==> src/rtl/rob_pkg.sv <==
package rob_pkg;
  typedef enum logic [1:0] {
    ACT_HOLD   = 2'd0,
    ACT_RETIRE = 2'd1,
    ACT_FAULT  = 2'd2
  } retire_act_e;
endpackage

==> src/rtl/rob_ptrs.sv <==
// Head/tail pointers with an extra wrap bit; DEPTH must be a power of two.
module rob_ptrs #(
  parameter int DEPTH = 8
) (
  input  logic                       clk,
  input  logic                       rst,
  input  logic                       push,
  input  logic                       pop,
  input  logic                       clear,
  output logic [$clog2(DEPTH)-1:0]   head_idx,
  output logic [$clog2(DEPTH)-1:0]   tail_idx,
  output logic [$clog2(DEPTH):0]     occupancy,
  output logic                       full
);
  localparam int IW = $clog2(DEPTH);

  logic [IW:0] head_q, tail_q;

  always_ff @(posedge clk) begin
    if (rst || clear) begin
      head_q <= '0;
      tail_q <= '0;
    end else begin
      if (push) tail_q <= tail_q + 1'b1;
      if (pop)  head_q <= head_q + 1'b1;
    end
  end

  assign head_idx  = head_q[IW-1:0];
  assign tail_idx  = tail_q[IW-1:0];
  assign occupancy = tail_q - head_q;
  assign full      = (head_q[IW] != tail_q[IW]) && (head_q[IW-1:0] == tail_q[IW-1:0]);
endmodule

==> src/rtl/rob_store.sv <==
// Slot storage: metadata written by the allocate port, results by the
// writeback port (one write port per array), per-slot status flags.
module rob_store #(
  parameter int DEPTH  = 8,
  parameter int REG_W  = 5,
  parameter int DATA_W = 32,
  parameter int PC_W   = 32
) (
  input  logic                     clk,
  input  logic                     rst,
  input  logic                     alloc_we,
  input  logic [$clog2(DEPTH)-1:0] alloc_idx,
  input  logic [REG_W-1:0]         alloc_reg,
  input  logic [PC_W-1:0]          alloc_pc,
  input  logic                     wb_we,
  input  logic [$clog2(DEPTH)-1:0] wb_idx,
  input  logic [DATA_W-1:0]        wb_val,
  input  logic                     wb_fault,
  input  logic [$clog2(DEPTH)-1:0] head_idx,
  output logic [REG_W-1:0]         head_reg,
  output logic [PC_W-1:0]          head_pc,
  output logic [DATA_W-1:0]        head_val,
  output logic                     head_done,
  output logic                     head_fault
);
  logic [REG_W-1:0]  dst_mem [DEPTH];
  logic [PC_W-1:0]   pc_mem  [DEPTH];
  logic [DATA_W-1:0] val_mem [DEPTH];
  logic [DEPTH-1:0]  done_q, fault_q;

  always_ff @(posedge clk) begin
    if (alloc_we) begin
      dst_mem[alloc_idx] <= alloc_reg;
      pc_mem[alloc_idx]  <= alloc_pc;
    end
  end

  always_ff @(posedge clk) begin
    if (wb_we) val_mem[wb_idx] <= wb_val;
  end

  for (genvar g = 0; g < DEPTH; g++) begin : g_slot
    always_ff @(posedge clk) begin
      if (rst) begin
        done_q[g]  <= 1'b0;
        fault_q[g] <= 1'b0;
      end else if (wb_we && wb_idx == g) begin
        done_q[g]  <= 1'b1;
        fault_q[g] <= wb_fault;
      end else if (alloc_we && alloc_idx == g) begin
        done_q[g]  <= 1'b0;
        fault_q[g] <= 1'b0;
      end
    end
  end

  assign head_reg   = dst_mem[head_idx];
  assign head_pc    = pc_mem[head_idx];
  assign head_val   = val_mem[head_idx];
  assign head_done  = done_q[head_idx];
  assign head_fault = fault_q[head_idx];
endmodule

==> src/rtl/rob_commit.sv <==
// Retirement decision for the head slot plus registered retire/flush outputs.
module rob_commit
  import rob_pkg::*;
#(
  parameter int                REG_W      = 5,
  parameter int                DATA_W     = 32,
  parameter int                PC_W       = 32,
  parameter logic [PC_W-1:0]   HANDLER_PC = '0
) (
  input  logic              clk,
  input  logic              rst,
  input  logic              nonempty,
  input  logic              head_done,
  input  logic              head_fault,
  input  logic [REG_W-1:0]  head_reg,
  input  logic [DATA_W-1:0] head_val,
  input  logic [PC_W-1:0]   head_pc,
  output retire_act_e       act,
  output logic              commit_valid,
  output logic [REG_W-1:0]  commit_reg,
  output logic [DATA_W-1:0] commit_value,
  output logic              flush,
  output logic [PC_W-1:0]   flush_pc,
  output logic [PC_W-1:0]   redirect_pc
);
  always_comb begin
    act = ACT_HOLD;
    if (nonempty && head_done) act = head_fault ? ACT_FAULT : ACT_RETIRE;
  end

  always_ff @(posedge clk) begin
    if (rst) begin
      commit_valid <= 1'b0;
      commit_reg   <= '0;
      commit_value <= '0;
      flush        <= 1'b0;
      flush_pc     <= '0;
      redirect_pc  <= '0;
    end else begin
      commit_valid <= (act == ACT_RETIRE);
      flush        <= (act == ACT_FAULT);
      if (act == ACT_RETIRE) begin
        commit_reg   <= head_reg;
        commit_value <= head_val;
      end
      if (act == ACT_FAULT) begin
        flush_pc    <= head_pc;
        redirect_pc <= HANDLER_PC;
      end
    end
  end
endmodule

==> src/rtl/rob_top.sv <==
module rob_top
  import rob_pkg::*;
#(
  parameter int                DEPTH      = 8,
  parameter int                REG_W      = 5,
  parameter int                DATA_W     = 32,
  parameter int                PC_W       = 32,
  parameter logic [PC_W-1:0]   HANDLER_PC = 32'h0000_0080
) (
  input  logic                     clk,
  input  logic                     rst,
  input  logic                     alloc_valid,
  input  logic [REG_W-1:0]         alloc_reg,
  input  logic [PC_W-1:0]          alloc_pc,
  output logic                     alloc_ready,
  output logic [$clog2(DEPTH)-1:0] alloc_tag,
  input  logic                     wb_valid,
  input  logic [$clog2(DEPTH)-1:0] wb_tag,
  input  logic [DATA_W-1:0]        wb_value,
  input  logic                     wb_fault,
  output logic                     commit_valid,
  output logic [REG_W-1:0]         commit_reg,
  output logic [DATA_W-1:0]        commit_value,
  output logic                     flush,
  output logic [PC_W-1:0]          flush_pc,
  output logic [PC_W-1:0]          redirect_pc,
  output logic [$clog2(DEPTH):0]   occupancy
);
  localparam int IW = $clog2(DEPTH);

  logic [IW-1:0]     head_idx;
  logic              full, push;
  logic [REG_W-1:0]  head_reg;
  logic [PC_W-1:0]   head_pc;
  logic [DATA_W-1:0] head_val;
  logic              head_done, head_fault;
  retire_act_e       act;

  assign alloc_ready = !full && (act != ACT_FAULT);
  assign push        = alloc_valid && alloc_ready;

  rob_ptrs #(.DEPTH(DEPTH)) ptrs_i (
    .clk(clk), .rst(rst), .push(push), .pop(act == ACT_RETIRE),
    .clear(act == ACT_FAULT), .head_idx(head_idx), .tail_idx(alloc_tag),
    .occupancy(occupancy), .full(full)
  );

  rob_store #(.DEPTH(DEPTH), .REG_W(REG_W), .DATA_W(DATA_W), .PC_W(PC_W)) store_i (
    .clk(clk), .rst(rst),
    .alloc_we(push), .alloc_idx(alloc_tag), .alloc_reg(alloc_reg), .alloc_pc(alloc_pc),
    .wb_we(wb_valid), .wb_idx(wb_tag), .wb_val(wb_value), .wb_fault(wb_fault),
    .head_idx(head_idx), .head_reg(head_reg), .head_pc(head_pc), .head_val(head_val),
    .head_done(head_done), .head_fault(head_fault)
  );

  rob_commit #(.REG_W(REG_W), .DATA_W(DATA_W), .PC_W(PC_W), .HANDLER_PC(HANDLER_PC)) commit_i (
    .clk(clk), .rst(rst), .nonempty(occupancy != '0),
    .head_done(head_done), .head_fault(head_fault), .head_reg(head_reg),
    .head_val(head_val), .head_pc(head_pc), .act(act),
    .commit_valid(commit_valid), .commit_reg(commit_reg), .commit_value(commit_value),
    .flush(flush), .flush_pc(flush_pc), .redirect_pc(redirect_pc)
  );
endmodule

==> config.mk <==
export PLATFORM = sky130hd
export DESIGN_NAME = rob_top
export DESIGN_NICKNAME = d
export VERILOG_FILES = /design/src/rtl/rob_pkg.sv /design/src/rtl/rob_ptrs.sv /design/src/rtl/rob_store.sv /design/src/rtl/rob_commit.sv /design/src/rtl/rob_top.sv
export SDC_FILE = /design/constraint.sdc
export NUM_CORES = 1
export LEC_CHECK = 0
export BUFFER_PORTS_ARGS = -buffer_cell sky130_fd_sc_hd__buf_2
export CORE_ASPECT_RATIO = 1.2
export CORE_MARGIN = 2
export CORE_UTILIZATION = 48
export CTS_CLUSTER_DIAMETER = 200
export DETAILED_ROUTE_END_ITERATION = 10
export GPL_TIMING_DRIVEN = 1
export PLACE_DENSITY = 0.7
export REMOVE_ABC_BUFFERS = 1
export SYNTH_ARGS = -nofsm -noshare
export SYNTH_HDL_FRONTEND = slang
export SYNTH_SLANG_ARGS = --single-unit
==> constraint.sdc <==
create_clock -name clk -period 11.65 [get_ports clk]
set_input_delay 2.33 -clock clk [delete_from_list [all_inputs] [get_ports clk]]
set_output_delay 2.33 -clock clk [all_outputs]
set_load 0.05 [all_outputs]
==> impl_results.md <==
* Status: completed
* Vias in the first global route at roughly 13000
* CP Data Required Time at a little over 9 ns
* # Post-CTS Setup Buffers at 0
* Drt total wl at between 50 and 60 mm
* Yosys reg bits at about 650
* Skew final at around 0.022 ns
* DRT iter0 DRCs at between 800 and 900
* Tightest Hold Check Type: register to register
* Post-cts sizing count at 0
* Clock Sinks at around 650
* Netlist cell types at 39
* Core Area at ~50000 um^2
* Cts bufs inserted at 60
* Clk buf depth at 3
* Layout cells sized above 1 at 0.297
* P&R area growth vs syn at 13.6%
* Syn Area/Cell at between 15 and 20 um^2
* GR Util All Layers at 0.192
* Gr ovfl total at 0
* Critical setup path kind: register to output port
* Main synth FF type: edfxtp_1
* DRC viols at 0
* Pins Over Slew Limit at 0
* Fin area at approximately 28000 um^2
* Clk Latency, worst-skew pair at 0.61 ns
* CP startpoint kind: register
* Regs by FF count: store_i.pc_mem (256), store_i.val_mem (256), store_i.dst_mem (40)
* Die Ht at 251 um
* Tmin final at 6.15 ns
* Die footprint at roughly 53000 um^2
* Tcrit/Tclk final at 0.528
* CTS tree: done
* Cts hold-fix bufs at 0
* 1st-pass router iterations at 5
* Nets at approximately 1500
* Final HPWL DP at 27.6 mm
* First-pass GRT wire length at ~75 mm
* Final core occ at 0.553
* Routed WL per cell at between 20 and 25 um
* Setup-failing EPs final at 0
* Final Instance Count excl. Fillers at 2110
* Final Hold Fails at 0
* Initial Util at 0.486
* Worst Path Max Fanout at between 50 and 60
* DRT antenna net count at 0
* Chip width at 210 um
* Worst-Margin Slew at 1.20 ns
* WHS at ~0.46 ns
* Pin count of the biggest net entering global routing at between 70 and 80
* Max Cap Viol at 0
* Port buffer count at around 160
* Placed cell count at 1999
* I/O Pins at around 190
* Setup slack, reg-to-reg at just over 7 ns
* Slew HR at 0.195
* Max VDD drop at approximately 0.00015 V
* Critical Path AT at 3.82 ns
* Netlist Area Pre-Place at ~24000 um^2
* Max Freq at around 160 MHz
* Post-synth EDFFs at 552
* Vias at between 10000 and 15000
* Ys Warns at 0
* Mapped Cells at approximately 1300
* Leak pwr at between 9 and 10 nW
* Row count at 90
* H-tree depth at 2
* RSZ-0062 raised after global routing: false
* Post-Place Cell Area at between 20000 and 30000 um^2
* Pwr dens at 173 nW/um^2
* Setup TNS at 0 ns
* Synth async-reset ratio at 0
* Initial antenna violation count at 11
* CTS clk-pin slew, worst paths at approximately 0.060 ns
* Vias per cell at approximately 5.8
* CTS Root Buffer Type: clkbuf_16
* Sequential-to-total area share from yosys stat at 0.756
* Gpl congestion at between 0.8 and 0.9
* Crit end category: output port
[path summary, 6_finish.rpt]
kind | start | to | depth (start not counted)
setup / recovery | ptrs_i.head_q[0] | alloc_ready | 8
hold / removal | commit_i.flush_pc[10] | commit_i.flush_pc[10] | 1
setup reg to reg | ptrs_i.head_q[0] | store_i.pc_mem[2][8] | 8
hold reg to reg | commit_i.flush_pc[10] | commit_i.flush_pc[10] | 1
[Yosys cell counts, types with 5 or more instances]
cell	n	area, um^2
inv_1	15	56.3
mux2i_1	35	350
a21oi_1	20	100
buf_4	34	255
buf_2	29	145
dfxtp_1	96	1920
a311oi_1	38	333
nor3_1	5	25.0
ha_1	10	125
nand3_1	12	60.1
o2bb2ai_1	32	280
o21ai_0	10	50.1
o211ai_1	8	60.1
edfxtp_1	552	16600
nand2_1	90	338
clkbuf_1	36	135
mux4_2	142	3200
nor2_1	52	195
[power by group]
group | switching (W) | internal [W]
combinational | 0.000164 | 0.0000788
clock | 0.000812 | 0.00113
sequential | 0.0000230 | 0.00259
[metrics by stage]
stage               worst slack, ns  power (W)
floorplan                     0.645    0.00282
global placement               6.05    0.00290
detailed placement             6.03    0.00291
CTS                            5.37    0.00484
global route                   5.14    0.00495
finish                         5.50    0.00480
[area by class of cell]
cell class | instances | area, um^2
clock buffers | 82 | 1680
multi-input cells | 515 | 5540
repair buffers | 174 | 916
diodes | 1 | 2.50
inverters | 18 | 67.6
flip-flops and latches | 648 | 18500
fillers | 3780 | 22500
clock inverters | 28 | 298
well taps | 644 | 806
[logic make-up (layout without fill, tap and decap cells)]
family                   after synthesis  count (layout)  synth area share
multiplexers                         177             177             0.145
adder cells (fa/ha/maj)               11              11           0.00593
XOR/XNOR                               4               4           0.00143
AO/OA/AOI/OAI                        114             114            0.0361
buffers and inverters                120             302            0.0251
AND/OR/NAND/NOR                      178             178            0.0306
flip-flops                           648             648             0.756
other                                  1              32          0.000153
[critical path: stages (launching register included)]
cell,delay (ns)
dfxtp_4,1.06
ha_1,0.32
inv_1,0.06
fa_1,0.37
xor2_1,0.18
a2111oi_4,0.51
nor2_1,0.29
nor2_1,0.13
buf_2,0.27
[layout by cell type (no fill, tap or decap), types with 6 or more instances in the layout]
master,Yosys,final
edfxtp_1,552,552
buf_2,29,156
mux4_2,142,142
dfxtp_1,96,93
nand2_1,90,90
clkbuf_16,0,61
nor2_1,52,47
a311oi_1,38,38
mux2i_1,35,35
o2bb2ai_1,32,32
conb_1,1,31
a21oi_1,20,20
buf_4,34,18
clkbuf_1,36,14
clkinv_2,0,13
nand3_1,12,12
inv_2,3,12
o21ai_0,10,10
ha_1,10,10
o211ai_1,8,8
clkbuf_8,0,7
inv_1,15,6
bufinv_16,0,6
[metal layers]
layer  wire (um)  global-route usage  vias up
met1       19600               0.240     6353
met3        3320              0.0430       89
met2       26100               0.336      364
met4        1020              0.0565       16
met5          82                   0        -
li1            -                   -     5315
Note: power is estimated with default switching activity, not from simulation.
